**src/rtl/slice_alu_pkg.sv**
```systemverilog
package slice_alu_pkg;

    localparam int ALU_W = 4;
    localparam int OPC_W = 3;

    typedef enum logic [OPC_W-1:0] {
        OPC_AND = 3'b000,
        OPC_OR  = 3'b001,
        OPC_ADD = 3'b010,
        OPC_SUB = 3'b110,
        OPC_SLT = 3'b111
    } alu_opc_e;

    // What a slice returns, taken straight from opcode bits [1:0]
    typedef enum logic [1:0] {
        PICK_AND  = 2'b00,
        PICK_OR   = 2'b01,
        PICK_SUM  = 2'b10,
        PICK_LESS = 2'b11
    } pick_e;

    typedef struct packed {
        logic  invert_b;
        logic  carry_seed;
        pick_e pick;
    } alu_ctrl_t;

    function automatic alu_ctrl_t decode_opcode(input logic [OPC_W-1:0] code);
        alu_ctrl_t c;
        c.invert_b   = code[2];
        c.carry_seed = code[2];
        c.pick       = pick_e'(code[1:0]);
        return c;
    endfunction

    function automatic logic parity3(input logic x, input logic y, input logic z);
        return x ^ y ^ z;
    endfunction

    function automatic logic majority3(input logic x, input logic y, input logic z);
        return (x & y) | (x & z) | (y & z);
    endfunction

endpackage

```
**src/rtl/alu_bit_slice.sv**
```systemverilog
module alu_bit_slice
    import slice_alu_pkg::*;
(
    input  logic  a_bit,
    input  logic  b_bit,
    input  logic  carry_in,
    input  logic  invert_b,
    input  logic  less_in,
    input  pick_e pick,
    output logic  res_bit,
    output logic  sum_bit,
    output logic  carry_out
);

    logic b_eff;

    assign b_eff     = b_bit ^ invert_b;
    assign sum_bit   = parity3(a_bit, b_eff, carry_in);
    assign carry_out = majority3(a_bit, b_eff, carry_in);

    always_comb begin
        unique case (pick)
            PICK_AND:  res_bit = a_bit & b_eff;
            PICK_OR:   res_bit = a_bit | b_eff;
            PICK_SUM:  res_bit = sum_bit;
            PICK_LESS: res_bit = less_in;
            default:   res_bit = 1'b0;
        endcase
    end

endmodule

```
**src/rtl/alu_flag_unit.sv**
```systemverilog
module alu_flag_unit
    import slice_alu_pkg::*;
#(
    parameter int W = ALU_W
) (
    input  logic [W-1:0] res_vec,
    input  logic         carry_into_msb,
    input  logic         carry_out_msb,
    input  logic         sum_msb,
    input  pick_e        pick,
    output logic         zero_flag,
    output logic         ovf_flag,
    output logic         less_bit
);

    logic ovf_raw;

    // Signed overflow: the carry into the sign slice differs from the carry out of it
    assign ovf_raw   = carry_into_msb ^ carry_out_msb;
    // The sign of the difference, corrected when the difference overflows
    assign less_bit  = sum_msb ^ ovf_raw;
    assign ovf_flag  = (pick == PICK_SUM) & ovf_raw;
    assign zero_flag = ~|res_vec;

endmodule

```
**src/rtl/slice_alu.sv**
```systemverilog
module slice_alu
    import slice_alu_pkg::*;
#(
    parameter int W = ALU_W
) (
    input  logic [W-1:0]     opnd_a,
    input  logic [W-1:0]     opnd_b,
    input  logic [OPC_W-1:0] opcode,
    output logic [W-1:0]     result,
    output logic             is_zero,
    output logic             signed_ovf
);

    alu_ctrl_t ctrl;
    logic      slt_bit;
    logic      msb_cin;
    logic      msb_cout;
    logic      msb_sum;

    assign ctrl = decode_opcode(opcode);

    for (genvar i = 0; i < W; i++) begin : g_bit
        logic cin;
        logic cout;
        logic sum;
        logic res;
        logic less;

        if (i == 0) begin : g_lsb
            assign cin  = ctrl.carry_seed;
            assign less = slt_bit;
        end else begin : g_upper
            assign cin  = g_bit[i-1].cout;
            assign less = 1'b0;
        end

        alu_bit_slice u_slice (
            .a_bit    (opnd_a[i]),
            .b_bit    (opnd_b[i]),
            .carry_in (cin),
            .invert_b (ctrl.invert_b),
            .less_in  (less),
            .pick     (ctrl.pick),
            .res_bit  (res),
            .sum_bit  (sum),
            .carry_out(cout)
        );

        assign result[i] = res;
    end

    assign msb_cin  = g_bit[W-1].cin;
    assign msb_cout = g_bit[W-1].cout;
    assign msb_sum  = g_bit[W-1].sum;

    alu_flag_unit #(.W(W)) u_flags (
        .res_vec       (result),
        .carry_into_msb(msb_cin),
        .carry_out_msb (msb_cout),
        .sum_msb       (msb_sum),
        .pick          (ctrl.pick),
        .zero_flag     (is_zero),
        .ovf_flag      (signed_ovf),
        .less_bit      (slt_bit)
    );

endmodule

```
**config.mk**
```make
export PLATFORM = sky130hd
export DESIGN_NAME = slice_alu
export DESIGN_NICKNAME = d
export VERILOG_FILES = /design/src/rtl/slice_alu_pkg.sv /design/src/rtl/alu_bit_slice.sv /design/src/rtl/alu_flag_unit.sv /design/src/rtl/slice_alu.sv
export SDC_FILE = /design/constraint.sdc
export NUM_CORES = 1
export LEC_CHECK = 0
export BUFFER_PORTS_ARGS = -buffer_cell sky130_fd_sc_hd__buf_2
export CAP_MARGIN = 30
export CELL_PAD_IN_SITES_DETAIL_PLACEMENT = 0
export CELL_PAD_IN_SITES_GLOBAL_PLACEMENT = 1
export CORE_UTILIZATION = 25
export DETAILED_ROUTE_END_ITERATION = 6
export PLACE_DENSITY_LB_ADDON = 0.1
export SYNTH_ARGS = -nofsm -noshare
export SYNTH_HDL_FRONTEND = slang
export SYNTH_HIERARCHICAL = 1
export SYNTH_SLANG_ARGS = --single-unit
```
**constraint.sdc**
```tcl
create_clock -name vclk -period 8.6
set_input_delay 1.72 -clock vclk [all_inputs]
set_output_delay 1.72 -clock vclk [all_outputs]
set_load 0.02 [all_outputs]
```
==> flow_metrics.py, run 1 <==
metrics = {
    "sta": {
        "hold_violations": 0,
        "finalCritPeriodShare_pct": 81.7,
        "fin_ws_ns": 1.57,
        "fin_crit_ns": 7.03,
        "setup_viol_count_final": 0,
        "holdWs_ns": 3.80,
        "fmax_mhz": 142,
        "timing.setup.tns_ns": 0,
        "final_max_slew_viol_count": 0,
        "rsz0062_at_grt": "no",
    },
    "worst_setup_path": {
        "cp_max_fo": 5,
        "crit_top_cell": "inv_1",
        "cp-start-kind": "input pin",
        "cpMaxStageDelayCell": "mux4_2",
        "critPathCaptureType": "output port",
        "slowest_delay_ns": 0.48,
        "required_ns": 6.88,
        "critPathKind": "in2out",
        "cp.arrival_ns": 5.31,
        "worstPathCellList": "buf_2 > xor2_1 > inv_1 > fa_1 > inv_1 > inv_1 > fa_1 > inv_1 > inv_1 > fa_1 > inv_1 > inv_1 > fa_1 > inv_1 > xnor2_1 > xnor2_1 > mux4_2 > nor4_1 > buf_2",
    },
    "synthesis": {
        "synth_top_family_by_area": "adder cells",
        "ys_seq_area_share_pct": 0,
        "yosysWarnings": 6,
        "syn_area_um2": 460,
        "yosys.area_share.simple_pct": 2.99,
        "netlist_instances": 53,
        "synth_fa_ha_area_share_pct": 39.1,
        "ys_types": 10,
        "syn_avg_cell_area_um2": 8.69,
        "synth_xor_area_share_pct": 11.4,
        "synth_compound_area_share_pct": 0,
        "synth_mux_area_share_pct": 19.6,
    },
    "finish": {
        "seqCellArea_um2": 0,
        "fin_util_pct": 32.1,
        "synthToLayoutAreaGrowth_pct": 20.4,
        "nFillCells": 203,
        "nets": 93,
        "diodes": 0,
        "multi_input_area_um2": 348,
        "drive_above_1_share_pct": 30.9,
        "clkbuf_count": 0,
        "design.seq.count": 0,
    },
    "route": {
        "routed_wirelength_um": 727,
        "drt-wirelength-per-cell_um": 7.82,
        "remaining_drc_errors": 0,
        "route.vias.total": 327,
        "via_per_inst": 3.52,
        "dr.pass1.iters": 1,
        "first_iter_violations": 0,
        "ant_nets": 0,
    },
    "floorplanning": {
        "coreArea_um2": 1730,
        "initial_utilization_pct": 26.7,
        "pin_count": 17,
        "fp.dieH_um": 44.9,
        "die-area_um2": 2020,
        "num_rows": 15,
        "dieWidth_um": 44.9,
    },
    "job": {
        "maxCapViolCount": 0,
    },
    "placed_design": {
        "portBuffers": 17,
        "hpwl_um": 681,
        "gp_congestion": 0.658,
        "pre_cts_slack_ns": 1.53,
    },
    "pwr": {
        "leakage_nw": 0.338,
        "power_density_nw_per_um2": 76.0,
        "power_uw": 42.1,
        "vdd_drop_max_mv": 0.0206,
    },
    "global_route": {
        "grt_antenna_before_repair": 0,
        "grt_max_degree": 6,
        "grt_first_pass_wirelength_um": 1170,
        "gr-total-overflow": 0,
        "grt_usage_pct": 7.89,
        "grt_pass1_vias": 280,
    },
    "worst_hold_path": {
        "hold_class": "in2out",
    },
    "outcome": {
        "status": "finished clean",
    },
    "cts": {
        "postCtsSetupBuffers": 0,
        "ctsHoldBuffers": 0,
        "cts_resized": 0,
    },
}
## worst paths after layout
| check | from | to | slack, ns | cells past startpoint |
|---|---|---|---|---|
| setup / recovery | opcode[2] | is_zero | 1.57 | 19 |
| hold / removal | opcode[0] | signed_ovf | 3.80 | 3 |
## cell families after synthesis
kind of cell	after synthesis
multiplexers	4
other	1
adder cells (fa/ha/maj)	12
buffers and inverters	28
AND/OR/NAND/NOR	2
XOR/XNOR	6
## cell usage after synthesis
| cell | count | share of area, % |
|---|---|---|
| xor2_1 | 4 | 7.6 |
| xnor2_1 | 2 | 3.8 |
| mux4_2 | 4 | 20 |
| ha_1 | 8 | 22 |
| conb_1 | 1 | 0.81 |
| fa_1 | 4 | 17 |
| inv_1 | 24 | 20 |
| buf_4 | 4 | 6.5 |
| nor3b_1 | 1 | 1.6 |
| nor4_1 | 1 | 1.4 |
## routing by layer
metal | vias up | GRT usage [%] | wire length (um)
met3 | 0 | 0 | 38
met2 | 13 | 13.5 | 335
met4 | 0 | 0 | 0
met1 | 141 | 11.9 | 352
met5 | - | 0 | 0
li1 | 173 | - | -
## cells in the final DEF (no fill, tap or decap)
master   Yosys  final
xor2_1       4      4
nor3b_1      1      1
fa_1         4      4
buf_2        0     17
nor4_1       1      1
ha_1         8      8
mux4_2       4      4
conb_1       1      3
inv_1       24     24
xnor2_1      2      2
## through the flow
stage	std cells	cell area, um2
4_1_cts	93	554
3_3_place_gp	93	554
2_1_floorplan	55	468
5_1_grt	93	554
3_5_place_dp	93	554
6_report	93	554
## worst max-delay path, delay by kind of cell
family,cells,cell delay (ns)
XOR/XNOR,3,0.44
AND/OR/NAND/NOR,1,0.27
multiplexers,1,0.48
buffers and inverters,10,0.90
adder cells (fa/ha/maj),4,1.49
## power by group
part           internal [mW]  leakage (nW)  switching, mW
combinational         0.0184         0.338         0.0237
clock                      0             0              0
sequential                 0             0              0
total                 0.0184         0.338         0.0237
## final cells by class
class / count / area share [%]
inverter: 24 / 16.3
tap: 25 / 5.64
multi-input combinational: 27 / 62.8
timing repair buffer: 17 / 15.3
Note: power is estimated with default switching activity, not from simulation.
==> run 2, diff against run 1 <==
- clock period: 8.6 -> 6.91 ns (I/O delays scaled with it)
==> flow_metrics.py, run 2 (same netlist as run 1, synthesis figures left out) <==
metrics = {
    "global_route": {
        "grt_first_pass_wirelength_um": 1240,
        "grt_max_degree": 6,
        "grt_usage_pct": 8.21,
        "grt_pass1_vias": 290,
        "gr-total-overflow": 0,
        "grt_antenna_before_repair": 0,
        "use_met2_pct": 14.1,
        "met1_usage_pct": 12.4,
        "grtUsageMet3_pct": 0,
        "grt_busiest_layer": "met2",
    },
    "pwr": {
        "vdd_drop_max_mv": 0.0282,
        "power_density_nw_per_um2": 96.6,
        "leakage_nw": 0.338,
    },
    "job": {
        "maxCapViolCount": 0,
    },
    "placed_design": {
        "gp_congestion": 0.648,
        "portBuffers": 17,
        "hpwl_um": 773,
    },
    "sta": {
        "final_max_slew_viol_count": 0,
        "setup_viol_count_final": 0,
        "finalCritPeriodShare_pct": 92.4,
        "timing.setup.tns_ns": 0,
        "fin_crit_ns": 6.39,
        "fmax_mhz": 157,
        "hold_violations": 0,
        "rsz0062_at_grt": "no",
        "holdWs_ns": 3.12,
    },
    "finish": {
        "nets": 93,
        "synthToLayoutAreaGrowth_pct": 20.4,
        "final_common_cell": "inv_1",
        "seqCellArea_um2": 0,
        "design.seq.count": 0,
        "drive_above_1_share_pct": 30.9,
        "diodes": 0,
        "clkbuf_count": 0,
        "final_cell_mix": "inv_1, buf_2, ha_1",
    },
    "route": {
        "via_per_inst": 3.62,
        "first_iter_violations": 2,
        "routed_wirelength_um": 789,
        "ant_nets": 0,
        "route.vias.total": 337,
        "drt-wirelength-per-cell_um": 8.48,
        "remaining_drc_errors": 0,
        "dr.pass1.iters": 2,
    },
    "floorplanning": {
        "num_rows": 15,
        "initial_utilization_pct": 26.7,
        "coreArea_um2": 1730,
        "dieWidth_um": 44.9,
        "fp.dieH_um": 44.9,
        "die-area_um2": 2020,
        "pin_count": 17,
    },
    "worst_setup_path": {
        "critPathKind": "in2out",
        "required_ns": 5.53,
        "cp-start-kind": "input pin",
        "cp.arrival_ns": 5.00,
        "cp_max_fo": 5,
        "critPathCaptureType": "output port",
    },
    "outcome": {
        "status": "finished clean",
    },
    "cts": {
        "postCtsSetupBuffers": 0,
        "ctsHoldBuffers": 0,
        "cts_resized": 0,
    },
    "worst_hold_path": {
        "hold_class": "in2out",
    },
}
==> run 2: path summary, 6_finish.rpt <==
check,end,startpoint,cells after the start
setup / recovery,is_zero,opcode[2],19
hold / removal,signed_ovf,opcode[0],3
==> run 2: worst max-delay path: stages <==
cell and delay [ns]:
buf_2 0.16, xor2_1 0.23, inv_1 0.10, fa_1 0.36
inv_1 0.06, inv_1 0.05, fa_1 0.38, inv_1 0.06
inv_1 0.05, fa_1 0.39, inv_1 0.09, inv_1 0.06
fa_1 0.37, inv_1 0.07, xnor2_1 0.16, xnor2_1 0.10
mux4_2 0.48, nor4_1 0.25, buf_2 0.20
==> run 2: stage by stage <==
stage	setup WS, ns	area, um2	cells	power, mW	utilization (%)
floorplan	0.625	468	55	0.0443	-
global placement	0.463	554	93	0.0542	32.1
detailed placement	0.439	554	93	0.0553	32.1
CTS	0.440	554	93	0.0553	32.1
global route	0.261	554	93	0.0603	32.1
finish	0.524	554	93	0.0535	32.1
==> run 2: power by group <==
| group | total (mW) | internal, mW | switching (mW) |
|---|---|---|---|
| logic | 0.0535 | 0.0232 | 0.0303 |
| clock network | 0 | 0 | 0 |
| registers | 0 | 0 | 0 |
==> run 2: cell type report <==
| cell class | count | area [um2] |
|---|---|---|
| fill | 203 | 1170 |
| inverter | 24 | 90.1 |
| multi-input combinational | 27 | 348 |
| tap | 25 | 31.3 |
| timing repair buffer | 17 | 85.1 |
==> run 2: layer usage <==
layer | up-vias | wire length (um) | share of wire [%]
met5 | - | 0 | 0
met2 | 13 | 378 | 48
li1 | 172 | - | -
met3 | 0 | 37 | 4.7
met4 | 0 | 0 | 0
met1 | 152 | 373 | 47
==> run 3, diff against run 2 <==
- REMOVE_ABC_BUFFERS: default -> 1
==> flow_metrics.py, run 3 (same netlist as run 1, synthesis figures left out) <==
metrics = {
    "finish": {
        "nFillCells": 201,
        "multi_input_area_um2": 348,
        "final_cell_mix": "inv_1, buf_2, ha_1",
        "seqCellArea_um2": 0,
        "diodes": 0,
        "design.seq.count": 0,
        "synthToLayoutAreaGrowth_pct": 20.4,
        "nets": 93,
        "clkbuf_count": 0,
        "fin_util_pct": 32.1,
        "drive_above_1_share_pct": 30.9,
        "instances_no_fill": 93,
        "final_common_cell": "inv_1",
    },
    "outcome": {
        "status": "finished clean",
    },
    "global_route": {
        "grt_antenna_before_repair": 0,
        "grt_pass1_vias": 312,
        "grt_max_degree": 6,
        "grt_first_pass_wirelength_um": 1290,
        "gr-total-overflow": 0,
        "grt_usage_pct": 8.39,
    },
    "worst_setup_path": {
        "worstPathCellList": "buf_2 > xor2_1 > inv_1 > fa_1 > inv_1 > inv_1 > fa_1 > inv_1 > inv_1 > fa_1 > inv_1 > inv_1 > fa_1 > inv_1 > xnor2_1 > xnor2_1 > mux4_2 > nor4_1 > buf_2",
        "critPathLaunch": "opcode[2]",
        "slowest_delay_ns": 0.48,
        "cp_num_buf_inv": 10,
        "critPathKind": "in2out",
        "crit_family": "adder cells",
        "cpMaxStageDelayCell": "mux4_2",
        "cp_max_fo": 5,
        "cp.depth": 19,
        "cp.arrival_ns": 4.95,
        "required_ns": 5.53,
        "critPathCaptureType": "output port",
        "cp-start-kind": "input pin",
        "crit_top_cell": "inv_1",
    },
    "route": {
        "routed_wirelength_um": 719,
        "route.vias.total": 333,
        "first_iter_violations": 0,
        "remaining_drc_errors": 0,
        "drt-wirelength-per-cell_um": 7.73,
        "ant_nets": 0,
        "via_per_inst": 3.58,
        "dr.pass1.iters": 1,
    },
    "sta": {
        "final_max_slew_viol_count": 0,
        "rsz0062_at_grt": "no",
        "fmax_mhz": 158,
        "setup_viol_count_final": 0,
        "finalCritPeriodShare_pct": 91.6,
        "timing.setup.tns_ns": 0,
        "fin_crit_ns": 6.33,
        "hold_violations": 0,
    },
    "pwr": {
        "power_density_nw_per_um2": 94.3,
        "power_switching_uw": 29.4,
        "leakage_nw": 0.338,
        "seqPwrFrac_pct": 0,
        "vdd_drop_max_mv": 0.0282,
        "intPower_uw": 22.8,
        "p_comb_share_pct": 100.0,
        "power_uw": 52.2,
        "p_sw_share_pct": 56.3,
        "clockPowerShare_pct": 0,
    },
    "worst_hold_path": {
        "hold_class": "in2out",
        "hold_depth": 3,
        "worstHoldEndpoint": "signed_ovf",
        "holdCritStartpoint": "opcode[0]",
    },
    "floorplanning": {
        "coreArea_um2": 1730,
        "fp.dieH_um": 44.9,
        "die-area_um2": 2020,
        "num_rows": 15,
        "initial_utilization_pct": 26.7,
        "dieWidth_um": 44.9,
        "pin_count": 17,
    },
    "placed_design": {
        "dp_cells": 93,
        "portBuffers": 17,
        "gp_congestion": 0.676,
        "hpwl_um": 681,
    },
    "job": {
        "maxCapViolCount": 0,
    },
    "cts": {
        "cts_resized": 0,
        "ctsHoldBuffers": 0,
        "postCtsSetupBuffers": 0,
    },
}
## run 3: worst min-delay path: stages
cell     delay (ns)
buf_2          0.15
nor3b_1        0.07
buf_2          0.15
## run 3: metrics by stage
stage               setup slack [ns]  hold slack (ns)  area, um2
floorplan                      0.527             2.85        438
global placement               0.545             3.15        554
detailed placement             0.543             3.14        554
CTS                            0.538             3.14        554
global route                   0.360             3.16        554
finish                         0.583             3.13        554
## run 3: power by group through the flow
| stage | sequential [mW] | clock (mW) | combinational (mW) |
|---|---|---|---|
| finish | 0 | 0 | 0.0522 |
| global route | 0 | 0 | 0.0597 |
| CTS | 0 | 0 | 0.0535 |
| detailed placement | 0 | 0 | 0.0534 |
| global placement | 0 | 0 | 0.0533 |
| floorplan | 0 | 0 | 0.0379 |
## run 3: worst max-delay path by stage
stage                     slack [ns]  endpoint
final                           0.58   is_zero
after global routing            0.36   is_zero
after CTS                       0.54   is_zero
after detailed placement        0.54   is_zero
after global placement          0.55   is_zero
after floorplan                 0.53   is_zero
## run 3: layer usage
metal / track usage [%] / share of wire [%] / vias up
li1: - / - / 173
met1: 12.4 / 47 / 155
met2: 14.7 / 51 / 5
met3: 0 / 1.8 / 0
met4: 0 / 0 / 0
met5: 0 / 0 / -
## run 3: area by class of cell
| type | instances | area share, % |
|---|---|---|
| inverters | 24 | 16.3 |
| multi-input cells | 27 | 62.8 |
| well taps | 25 | 5.64 |
| repair buffers | 17 | 15.3 |
